===== src/rtl/cas64_pkg.sv =====
package cas64_pkg;
   localparam int FLAG_W    = 6;
   localparam int FLG_CARRY = 0;
   localparam int FLG_PAR   = 1;
   localparam int FLG_AUX   = 2;
   localparam int FLG_ZERO  = 3;
   localparam int FLG_SIGN  = 4;
   localparam int FLG_OVF   = 5;

   typedef enum logic [2:0] {
      ST_IDLE,
      ST_READ,
      ST_CHECK,
      ST_WRITE,
      ST_DONE
   } cas_state_e;
endpackage


===== src/rtl/cas64_compare.sv =====
module cas64_compare #(
   parameter int DATA_W  = 64,
   parameter int CHUNK_W = 64
) (
   input  logic [DATA_W-1:0] lhs,
   input  logic [DATA_W-1:0] rhs,
   output logic              equal
);
   localparam int NCHUNK = (CHUNK_W >= DATA_W) ? 1 : DATA_W / CHUNK_W;

   if (CHUNK_W < 1) begin : g_bad_chunk
      $error("cas64_compare: CHUNK_W must be positive");
   end
   if (CHUNK_W < DATA_W && (DATA_W % CHUNK_W) != 0) begin : g_bad_split
      $error("cas64_compare: CHUNK_W must divide DATA_W");
   end

   if (NCHUNK == 1) begin : g_flat
      assign equal = (lhs == rhs);
   end else begin : g_tree
      logic [NCHUNK-1:0] slice_eq;
      for (genvar i = 0; i < NCHUNK; i++) begin : g_slice
         assign slice_eq[i] = (lhs[i*CHUNK_W +: CHUNK_W] == rhs[i*CHUNK_W +: CHUNK_W]);
      end
      assign equal = &slice_eq;
   end
endmodule


===== src/rtl/cas64_seq.sv =====
module cas64_seq
   import cas64_pkg::*;
#(
   parameter int ADDR_W = 32,
   parameter int DATA_W = 64
) (
   input  logic              clk,
   input  logic              rst_n,
   input  logic              start,
   input  logic [ADDR_W-1:0] addr,
   input  logic [DATA_W-1:0] expect_v,
   input  logic [DATA_W-1:0] repl_v,
   input  logic [FLAG_W-1:0] flags_in,
   input  logic              match,
   output logic [DATA_W-1:0] expect_q,
   output logic [DATA_W-1:0] rdat_q,
   output logic              busy,
   output logic              done,
   output logic [DATA_W-1:0] result,
   output logic [FLAG_W-1:0] flags_out,
   output logic              mem_req,
   output logic              mem_we,
   output logic              mem_lock,
   output logic [ADDR_W-1:0] mem_addr,
   output logic [DATA_W-1:0] mem_wdata,
   input  logic              mem_ack,
   input  logic [DATA_W-1:0] mem_rdata
);
   cas_state_e        state;
   logic [ADDR_W-1:0] addr_q;
   logic [DATA_W-1:0] repl_q;
   logic [FLAG_W-1:0] flg_q;
   logic              hit_q;

   always_ff @(posedge clk or negedge rst_n) begin
      if (!rst_n) begin
         state     <= ST_IDLE;
         addr_q    <= '0;
         expect_q  <= '0;
         repl_q    <= '0;
         flg_q     <= '0;
         rdat_q    <= '0;
         hit_q     <= 1'b0;
         result    <= '0;
         flags_out <= '0;
      end else begin
         case (state)
            ST_IDLE: if (start) begin
               addr_q   <= addr;
               expect_q <= expect_v;
               repl_q   <= repl_v;
               flg_q    <= flags_in;
               state    <= ST_READ;
            end
            ST_READ: if (mem_ack) begin
               rdat_q <= mem_rdata;
               state  <= ST_CHECK;
            end
            ST_CHECK: begin
               hit_q               <= match;
               result              <= rdat_q;
               flags_out           <= flg_q;
               flags_out[FLG_ZERO] <= match;
               state               <= match ? ST_WRITE : ST_DONE;
            end
            ST_WRITE: if (mem_ack) state <= ST_DONE;
            default:  state <= ST_IDLE;
         endcase
      end
   end

   always_comb begin
      mem_req   = (state == ST_READ) || (state == ST_WRITE);
      mem_we    = (state == ST_WRITE);
      mem_lock  = (state == ST_READ) || (state == ST_CHECK) || (state == ST_WRITE);
      busy      = (state != ST_IDLE);
      done      = (state == ST_DONE);
      mem_addr  = addr_q;
      mem_wdata = repl_q;
   end

   // no request ever leaves the unit without the lock held
   a_r7_req_locked: assert property (@(posedge clk) disable iff (!rst_n)
      mem_req |-> mem_lock);
   // a write request may only follow a successful compare
   a_r4_write_only_hit: assert property (@(posedge clk) disable iff (!rst_n)
      mem_we |-> hit_q);
   // completion is a single-cycle pulse
   a_r9_done_pulse: assert property (@(posedge clk) disable iff (!rst_n)
      done |=> !done);
   // the target address cannot move mid-operation
   a_r8_addr_stable: assert property (@(posedge clk) disable iff (!rst_n)
      (busy && $past(busy)) |-> $stable(mem_addr));
   // lock released when done reports
   a_r7_unlock_done: assert property (@(posedge clk) disable iff (!rst_n)
      $rose(done) |-> (!mem_lock && $fell(mem_lock)));
endmodule


===== src/rtl/cas64_unit.sv =====
module cas64_unit
   import cas64_pkg::*;
#(
   parameter int HALF_W    = 32,
   parameter int ADDR_W    = 32,
   parameter int CMP_CHUNK = 2 * HALF_W
) (
   input  logic                clk,
   input  logic                rst_n,
   input  logic                start,
   input  logic [ADDR_W-1:0]   addr,
   input  logic [HALF_W-1:0]   cmp_hi,
   input  logic [HALF_W-1:0]   cmp_lo,
   input  logic [HALF_W-1:0]   xchg_hi,
   input  logic [HALF_W-1:0]   xchg_lo,
   input  logic [FLAG_W-1:0]   flags_in,
   output logic                busy,
   output logic                done,
   output logic [HALF_W-1:0]   res_hi,
   output logic [HALF_W-1:0]   res_lo,
   output logic [FLAG_W-1:0]   flags_out,
   output logic                mem_req,
   output logic                mem_we,
   output logic                mem_lock,
   output logic [ADDR_W-1:0]   mem_addr,
   output logic [2*HALF_W-1:0] mem_wdata,
   input  logic                mem_ack,
   input  logic [2*HALF_W-1:0] mem_rdata
);
   localparam int DATA_W = 2 * HALF_W;

   if (HALF_W < 8) begin : g_bad_half
      $error("cas64_unit: HALF_W below 8");
   end
   if (ADDR_W < 1) begin : g_bad_addr
      $error("cas64_unit: ADDR_W must be positive");
   end

   logic [DATA_W-1:0] expect_q;
   logic [DATA_W-1:0] rdat_q;
   logic [DATA_W-1:0] result;
   logic              match;

   cas64_compare #(
      .DATA_W  (DATA_W),
      .CHUNK_W (CMP_CHUNK)
   ) u_cmp (
      .lhs   (rdat_q),
      .rhs   (expect_q),
      .equal (match)
   );

   cas64_seq #(
      .ADDR_W (ADDR_W),
      .DATA_W (DATA_W)
   ) u_seq (
      .clk       (clk),
      .rst_n     (rst_n),
      .start     (start),
      .addr      (addr),
      .expect_v  ({cmp_hi, cmp_lo}),
      .repl_v    ({xchg_hi, xchg_lo}),
      .flags_in  (flags_in),
      .match     (match),
      .expect_q  (expect_q),
      .rdat_q    (rdat_q),
      .busy      (busy),
      .done      (done),
      .result    (result),
      .flags_out (flags_out),
      .mem_req   (mem_req),
      .mem_we    (mem_we),
      .mem_lock  (mem_lock),
      .mem_addr  (mem_addr),
      .mem_wdata (mem_wdata),
      .mem_ack   (mem_ack),
      .mem_rdata (mem_rdata)
   );

   assign res_hi = result[DATA_W-1:HALF_W];
   assign res_lo = result[HALF_W-1:0];

   // zero flag at completion agrees with result vs. captured expectation
   a_r5_zero_flag: assert property (@(posedge clk) disable iff (!rst_n)
      done |-> (flags_out[FLG_ZERO] == ({res_hi, res_lo} == expect_q)));
endmodule


===== config.mk =====
export PLATFORM = sky130hd
export DESIGN_NAME = cas64_unit
export DESIGN_NICKNAME = d
export VERILOG_FILES = /design/src/rtl/cas64_pkg.sv /design/src/rtl/cas64_compare.sv /design/src/rtl/cas64_seq.sv /design/src/rtl/cas64_unit.sv
export SDC_FILE = /design/constraint.sdc
export NUM_CORES = 1
export LEC_CHECK = 0
export CAP_MARGIN = 15
export CORE_MARGIN = 1
export CORE_UTILIZATION = 43
export CTS_BUF_LIST = sky130_fd_sc_hd__clkbuf_16
export CTS_CLUSTER_DIAMETER = 80
export DETAILED_ROUTE_END_ITERATION = 6
export DONT_BUFFER_PORTS = 1
export HOLD_SLACK_MARGIN = 0.05
export PLACE_DENSITY_LB_ADDON = 0.25
export SLEW_MARGIN = 20
export SYNTH_ARGS = -nofsm -noshare
export SYNTH_HDL_FRONTEND = slang
export SYNTH_HIERARCHICAL = 1
export SYNTH_SLANG_ARGS = --single-unit

===== constraint.sdc =====
create_clock -name clk -period 2.3 [get_ports clk]
set_input_delay 0 -clock clk [delete_from_list [all_inputs] [get_ports clk]]
set_output_delay 0 -clock clk [all_outputs]
set_load 0.01 [all_outputs]

==> results of run 1 <==
-- stage by stage --
step	setup TNS, ns	utilization, %	cells	hold slack (ns)
2_1_floorplan	0	-	740	-0.2956
3_5_place_dp	-0.02874	45.72	1091	-0.2883
3_3_place_gp	-0.01526	45.72	1091	-0.2875
-- kinds of logic after synthesis --
| group | after synthesis | share of synthesized area [%] |
|---|---|---|
| multiplexers | 300 | 28.03 |
| AND/OR/NAND/NOR | 33 | 1.983 |
| flip-flops | 302 | 62.71 |
| buffers and inverters | 35 | 2.295 |
| XOR/XNOR | 65 | 4.724 |
| AO/OA/AOI/OAI | 5 | 0.2492 |
==> results.txt, run 1 <==
Final HPWL DP = 19770 um
Ys async rst share = 100.0%
IO Count = 405
Post-synth top cells = 302 x dfrtp_1, 234 x mux2_2, 66 x mux2_1
Place WS = -0.02874 ns
Post-CTS Setup Repair Bufs = 0
PostCTS Resize Cnt = 2
Area leader, netlist = dfrtp_1
CTS buffer count = 34
Die Height = 169.4 um
Seq cells post-synth = 302
Row count = 60
Post-synthesis cell area = 12050 um^2
Halt Stage = clock tree synthesis (4_1_cts)
Top cells by area, synth = dfrtp_1 63%, mux2_2 22%, mux2_1 6.2%, xor2_1 4.7%, buf_4 1.4%
PortBufs = 0
Root buffer cell = clkbuf_16
First error = [ERROR RSZ-0060] Max buffer count reached.
Mapped Nets = 974
Count leader, synth = dfrtp_1
Clock Path Buffers = 3
Main synth FF type = dfrtp_1
H-tree depth = 2
CTS sink count = 302
Synth top area share = 62.71%
Ys Warns = 6
# hold bufs at CTS = 231
Number of flops mapped to enable cells by yosys = 0
Placed inst area = 12460 um^2
Post-Syn Instances = 740
Initial Util = 44.22%
GPL Wtd Cong = 0.8103
Chip width = 169.4 um
Status = stopped before the end
Yosys cell types = 24
Syn Area/Cell = 16.28 um^2
Seq/Total Area, Yosys = 62.71%
==> run 2: changes to the inputs <==
CORE_UTILIZATION = 28   (was 43)
CTS_BUF_LIST = not set   (was sky130_fd_sc_hd__clkbuf_16)
CTS_CLUSTER_DIAMETER = not set   (was 80)
HOLD_SLACK_MARGIN = not set   (was 0.05)
PLACE_DENSITY_LB_ADDON = 0.15   (was 0.25)
==> results.txt, run 2 <==
Status = finished, violations left
Failing checks = hold timing
Final HPWL DP = 22090 um (+12%)
Post-CTS Setup Repair Bufs = 0 (unchanged)
Clock Path Buffers = 3 (unchanged)
Detailed Route Iter0 Violations = 186
Core Area = 42230 um^2
Hold Fails Final Rpt = 302
Largest net degree at the start of global routing = 303
Root buffer cell = clkbuf_16
Antenna viol nets, final = 0
Peak supply drop = 0.6596 mV
Top Metal Used = met4
Placed cell count = 1257 (+15%)
Post-synthesis cell area = 12050 um^2 (unchanged)
Ys async rst share = 100.0% (unchanged)
Synth top area share = 62.71% (unchanged)
Hold Crit Class = input port to asynchronous set/reset pin
CTS tree = yes
Number of flops mapped to enable cells by yosys = 0 (unchanged)
Yosys cell types = 24 (unchanged)
Commonest cells after routing, fill and taps aside = 300 x dfrtp_1, 234 x mux2_2, 232 x dlygate4sd3_1
Crit-path max cell delay = 0.55 ns
Crit Path Category = flip-flop to flip-flop
Max cap viols = 0
H-tree depth = 2 (unchanged)
Most common cell after layout, fill and taps aside = dfrtp_1
Final wirelength = 32570 um
Initial antenna violation count = 0
Max_slew headroom = 53.18%
Count leader, synth = dfrtp_1
Post-Syn Instances = 740 (unchanged)
Post-synth top cells = 302 x dfrtp_1, 234 x mux2_2, 66 x mux2_1
Global-route wire length before repair = 49200 um
Die Height = 209.5 um (+24%)
Vias in the first global route = 7939
Row count = 75 (+25%)
Family with the most delay on the worst path = buffers and inverters
PortBufs = 0 (unchanged)
RSZ-0062 raised after global routing = true
Slew Viols, Final = 0
Min Tclk post-route = 2.158 ns
Met3 wire length = 3089 um
Critical path cell sequence = nor4b_4 -> buf_4 -> mux2_1 -> dlygate4sd3_1
Clock slew at reported path FFs = 0.06 ns
Metal2 WL = 16020 um
DR vias/cell = 4.499
Clock Latency Late Sink = 0.52 ns
Post-Layout Cell Count = 1551
Die area = 43870 um^2
CP arrival = 2.57 ns
Fin nets = 1222
Worst-path fanout max = 10
Leakage = 6.686 nW
Seq cells post-synth = 302 (unchanged)
First-pass iteration count of the detailed router = 4
Grt total ovfl = 0
Slew @ Worst Pin = 0.7023 ns
Area Growth Syn to Fin = 34.00%
Share of post-route cells with drive strength above 1 = 30.93%
Clock Skews = 0.01563 ns
Main synth FF type = dfrtp_1
Top cells by area, synth = dfrtp_1 63%, mux2_2 22%, mux2_1 6.2%, xor2_1 4.7%, buf_4 1.4%
CP Launch Type = flip-flop
CTS buffer count = 36 (+5.9%)
N_diodes = 0
GPL Wtd Cong = 0.8143 (+0.49%)
Worst Path Required = 2.71 ns
Initial Util = 28.54% (-16 points)
Syn Area/Cell = 16.28 um^2 (unchanged)
WL/cell = 21.00 um
Critical-path top delay cell = dlygate4sd3_1
Met1 WL = 12930 um
Seq/Total Area, Yosys = 62.71% (unchanged)
Mapped Nets = 974 (unchanged)
Global-route usage over all layers = 14.91%
Final setup fails = 0
Crit path buffers/inverters = 2
DRC violations left = 0
CTS sink count = 302 (unchanged)
Pwr/cell area = 1417 nW/um^2
Hold slack final = -0.8282 ns
IO Count = 405 (unchanged)
Vias post-DR = 6978
Critical path endpoint category = flip-flop
Fmax = 463.3 MHz
Area leader, netlist = dfrtp_1
Chip width = 209.5 um (+24%)
Ys Warns = 6 (unchanged)
Final period utilization = 93.84%
# hold bufs at CTS = 232 (+0.43%)
run 2: cell counts after synthesis:
Identical to the previous run, type by type.
run 2: routing by layer:
| metal | up-vias | global-route usage (%) |
|---|---|---|
| li1 | 3120 | - |
| met1 | 3523 | 17.61 |
| met2 | 291 | 24.89 |
| met3 | 44 | 6.315 |
| met4 | 0 | 3.901 |
| met5 | - | 0 |
run 2: timing repair:
| action | 4_1_cts | 5_1_grt |
|---|---|---|
| hold endpoints to repair | 534 | 302 |
| resized for setup | 5 | 6 |
| cloned | 0 | 0 |
| endpoints found under the setup margin | 4 | 3 |
| pin swaps | 1 | 3 |
run 2: metrics by stage:
| stage | setup TNS (ns) | total power [mW] | instance area [um^2] | utilization (%) | setup slack [ns] |
|---|---|---|---|---|---|
| floorplan | 0 | 15.21 | 12050 | - | 0.6718 |
| global placement | -0.3436 | 16.97 | 12660 | 29.98 | -0.1832 |
| detailed placement | -0.5178 | 17.23 | 12660 | 29.98 | -0.2420 |
| CTS | 0 | 23.23 | 16120 | 38.17 | 0.001736 |
| global route | -0.02033 | 24.37 | 16150 | 38.24 | -0.02033 |
| finish | 0 | 22.88 | 16150 | 38.24 | 0.1417 |
run 2: area by class of cell:
type,count,area [um^2]
Tap cell,539,674.4
Fill cell,3948,26080
Clock inverter,10,81.33
Sequential cell,302,7560
Timing Repair Buffer,245,2520
Clock buffer,52,1022
Multi-Input combinational cell,403,4290
run 2: cells by family after synthesis:
logic type | Yosys count | synth area share [%]
flip-flops | 302 | 62.71
AO/OA/AOI/OAI | 5 | 0.2492
AND/OR/NAND/NOR | 33 | 1.983
XOR/XNOR | 65 | 4.724
multiplexers | 300 | 28.03
buffers and inverters | 35 | 2.295
run 2: worst paths after layout:
path	from	slack, ns	depth (start not counted)	endpoint
max in group asynchronous	rst_n	2.49	0	u_seq/state[0]$_DFFE_PN0P_
min in group clk	start	0.06	3	u_seq/flg_q[2]$_DFFE_PN0P_
setup / recovery	u_seq/state[2]$_DFFE_PN0P_	0.14	4	u_seq/expect_q[1]$_DFFE_PN0P_
hold / removal	rst_n	-0.83	0	u_seq/mem_addr[29]$_DFFE_PN0P_
hold reg to reg	u_seq/flg_q[2]$_DFFE_PN0P_	0.48	1	u_seq/flg_q[2]$_DFFE_PN0P_
setup reg to reg	u_seq/state[2]$_DFFE_PN0P_	0.14	4	u_seq/expect_q[1]$_DFFE_PN0P_
run 2: report_power, final:
part | leakage (nW) | switching, mW | internal (mW)
Combinational | 2.57 | 2.60 | 3.82
Sequential | 3.57 | 3.00 | 8.09
Clock | 0.543 | 2.17 | 3.19
Note: power is estimated with default switching activity, not from simulation.
==> run 3: changes to the inputs <==
ABC_AREA = 1   (was not set)
clock period = 1.9 ns   (was 2.3 ns; I/O delays follow)
==> results.txt, run 3 <==
Commonest cells after routing, fill and taps aside = 520 x nand2_1, 300 x dfrtp_1, 253 x inv_1
Clock Skews = 0.01482 ns (-0.0008057 ns)
Setup ws final = 0.09741 ns (-0.04429 ns)
Root buffer cell = clkbuf_16
DR vias/cell = 4.137 (-8.0%)
CP Launch Type = flip-flop
Slew Viols, Final = 0 (unchanged)
Area share of xor/xnor cells in the synthesized design = 3.646% (-1.1 points)
First-pass iteration count of the detailed router = 4 (unchanged)
DRC violations left = 0 (unchanged)
IO Count = 405 (unchanged)
Count leader, synth = nand2_1
Main combinational cell family by area after synthesis = simple AND/OR/NAND/NOR gates
Post-Layout Cell Count = 2328 (+50%)
Simple-gate share of the synthesized area = 16.31% (+14 points)
Max cap viols = 0 (unchanged)
Largest net degree at the start of global routing = 303 (unchanged)
Placed inst area = 13410 um^2 (+5.9%)
Critical path endpoint category = flip-flop
Post-Syn Instances = 1462 (+98%)
Failing checks = hold timing
Die area = 47200 um^2 (+7.6%)
Global-route wire length before repair = 55650 um (+13%)
Placed cell count = 2014 (+60%)
Status = finished, violations left
Worst-path fanout max = 10 (unchanged)
Antenna viol nets, final = 0 (unchanged)
Top cells by area, synth = dfrtp_1 58%, nand2_1 15%, inv_1 7.3%, o21ai_1 6.2%, xnor2_1 3.6%
Clock Path Buffers = 3 (unchanged)
Compound-Gate Fraction of Synth Area = 10.05% (+9.8 points)
Synth top area share = 58.26% (-4.5 points)
Synth Area in Adders = 0% (unchanged)
PortBufs = 0 (unchanged)
Clock Latency Late Sink = 0.53 ns (about the same)
Post-CTS Setup Repair Bufs = 0 (unchanged)
Final core occ = 37.66% (-0.58 points)
Slew @ Worst Pin = 0.8302 ns (+0.1279 ns)
CP arrival = 2.21 ns (-0.36 ns)
Seq/Total Area, Yosys = 58.26% (-4.5 points)
Vias in the first global route = 10088 (+27%)
Power, Total = 27.45 mW (+20%)
Peak supply drop = 0.7862 mV (+19%)
Area leader, netlist = dfrtp_1
Row count = 78 (+4.0%)
Core Area = 45580 um^2 (+7.9%)
Hold Fails Final Rpt = 302 (unchanged)
WL/cell = 15.17 um (-28%)
Hold Crit Class = input port to asynchronous set/reset pin
Post-synthesis cell area = 12970 um^2 (+7.7%)
Syn Area/Cell = 8.873 um^2 (-46%)
Most common cell after layout, fill and taps aside = nand2_1
Worst Path Required = 2.31 ns (-0.40 ns)
CTS sink count = 302 (unchanged)
H-tree depth = 2 (unchanged)
Fmax = 554.8 MHz (+20%)
Vias post-DR = 9632 (+38%)
Setup_tns = 0 ns (unchanged)
Fillcell total = 4577 (+16%)
Place WS = -0.09725 ns (+0.1448 ns)
CTS tree = yes
Main synth FF type = dfrtp_1
Hold slack final = -0.8422 ns (-0.01399 ns)
Finished Cell Area = 17160 um^2 (+6.3%)
Area Growth Syn to Fin = 32.30%
Fin nets = 1934 (+58%)
Leakage = 8.768 nW (+31%)
Chip width = 217.2 um (+3.7%)
CTS buffer count = 37 (+2.8%)
Share of post-route cells with drive strength above 1 = 7.433% (-23 points)
Yosys cell types = 21 (-13%)
Final wirelength = 35320 um (+8.4%)
Grt total ovfl = 0 (unchanged)
Reg area = 7560 um^2 (unchanged)
Final HPWL DP = 23200 um (+5.1%)
Min Tclk post-route = 1.803 ns (-0.3557 ns)
Detailed Route Iter0 Violations = 431 (+130%)
Global-route usage over all layers = 15.09% (+0.17 points)
Ys async rst share = 100.0% (unchanged)
Area of the multi-input gates = 3958 um^2 (-7.8%)
Clock slew at reported path FFs = 0.06 ns (about the same)
RSZ-0062 raised after global routing = false
Mux contribution to synthesized area = 0% (-28 points)
Initial antenna violation count = 8 (+8)
Final setup fails = 0 (unchanged)
Final period utilization = 94.87% (+1.0 points)
Crit Path Category = flip-flop to flip-flop
Seq cells post-synth = 302 (unchanged)
Ys Warns = 6 (unchanged)
Mapped Nets = 1696 (+74%)
Post-synth top cells = 520 x nand2_1, 302 x dfrtp_1, 253 x inv_1
Pwr/cell area = 1599 nW/um^2 (+13%)
GPL Wtd Cong = 0.7565 (-7.1%)
# hold bufs at CTS = 247 (+6.5%)
Initial Util = 28.46% (-0.073 points)
Die Height = 217.2 um (+3.7%)
Number of flops mapped to enable cells by yosys = 0 (unchanged)
Max_slew headroom = 44.65% (-8.5 points)
==> run 3: changes by cell type after synthesis, sizes merged, moves of 3 or more <==
| cell | previous run | this run |
|---|---|---|
| xnor2 | 1 | 54 |
| nand4 | 4 | 0 |
| nand3 | 0 | 4 |
| nand2 | 1 | 521 |
| inv | 0 | 257 |
| clkbuf | 0 | 6 |
| xor2 | 64 | 0 |
| a21oi | 3 | 0 |
| o21ai | 0 | 229 |
| nor4 | 17 | 0 |
| buf | 35 | 58 |
| nor2 | 2 | 28 |
| mux2 | 300 | 0 |
==> run 3: cells by family (layout without fill, tap and decap cells) <==
logic type,after synthesis,in the layout
buffers and inverters,321,581
DFF,302,302
and+or+nand+nor,555,555
other,0,6
xor gates and xnor gates,54,54
AOI/OAI and AO/OA,230,230
==> run 3: per-layer routing <==
| layer | GRT usage (%) | up-vias | part of all wire (%) |
|---|---|---|---|
| met2 | 24.88 | 295 | 47 |
| li1 | - | 4881 | - |
| met4 | 5.305 | 4 | 2.4 |
| met3 | 4.500 | 52 | 7.2 |
| met1 | 18.65 | 4400 | 44 |
| met5 | 0 | - | 0.059 |
==> run 3: layout make-up <==
cell class / count / area share, %
antenna: 6 / 0.08748
clock buffer: 55 / 6.561
clock inverter: 6 / 0.4884
inverter: 257 / 5.621
multi-input combinational: 839 / 23.06
sequential: 302 / 44.05
tap: 600 / 4.374
timing repair buffer: 263 / 15.76
==> run 3: power breakdown <==
| part | leakage, nW | switching (mW) | total (mW) | internal (mW) |
|---|---|---|---|---|
| sequential | 3.79 | 3.19 | 12.6 | 9.38 |
| combinational | 4.38 | 4.22 | 7.83 | 3.61 |
| clock | 0.598 | 2.70 | 7.04 | 4.34 |
| total | 8.77 | 10.1 | 27.4 | 17.3 |
==> run 3: critical path: stages (launching register included) <==
cell and delay [ns]:
dfrtp_2 0.46, nor2_2 0.20, nand3_4 0.13, buf_4 0.20
nand2_1 0.06, o21ai_1 0.06, dlygate4sd3_1 0.56
==> run 3: worst paths after layout <==
path	from	endpoint	slack, ns	cells past startpoint
min in group clk	mem_ack	u_seq/rdat_q[5]$_DFFE_PN0P_	0.02	4
worst min register to register	u_seq/flg_q[0]$_DFFE_PN0P_	u_seq/flags_out[0]$_DFFE_PN0N_	0.47	2
worst min-delay path	rst_n	u_seq/mem_wdata[25]$_DFFE_PN0P_	-0.84	0
max in group asynchronous	rst_n	u_seq/expect_q[2]$_DFFE_PN0P_	2.04	0
worst max-delay path	u_seq/state[2]$_DFFE_PN0P_	u_seq/rdat_q[60]$_DFFE_PN0P_	0.1	6
worst max register to register	u_seq/state[2]$_DFFE_PN0P_	u_seq/rdat_q[60]$_DFFE_PN0P_	0.1	6
==> run 3: repair_timing <==
item / CTS / global route
hold endpoints to repair: 534 / 302
gates resized for setup: 2 / 10
endpoints found under the setup margin: 3 / 16
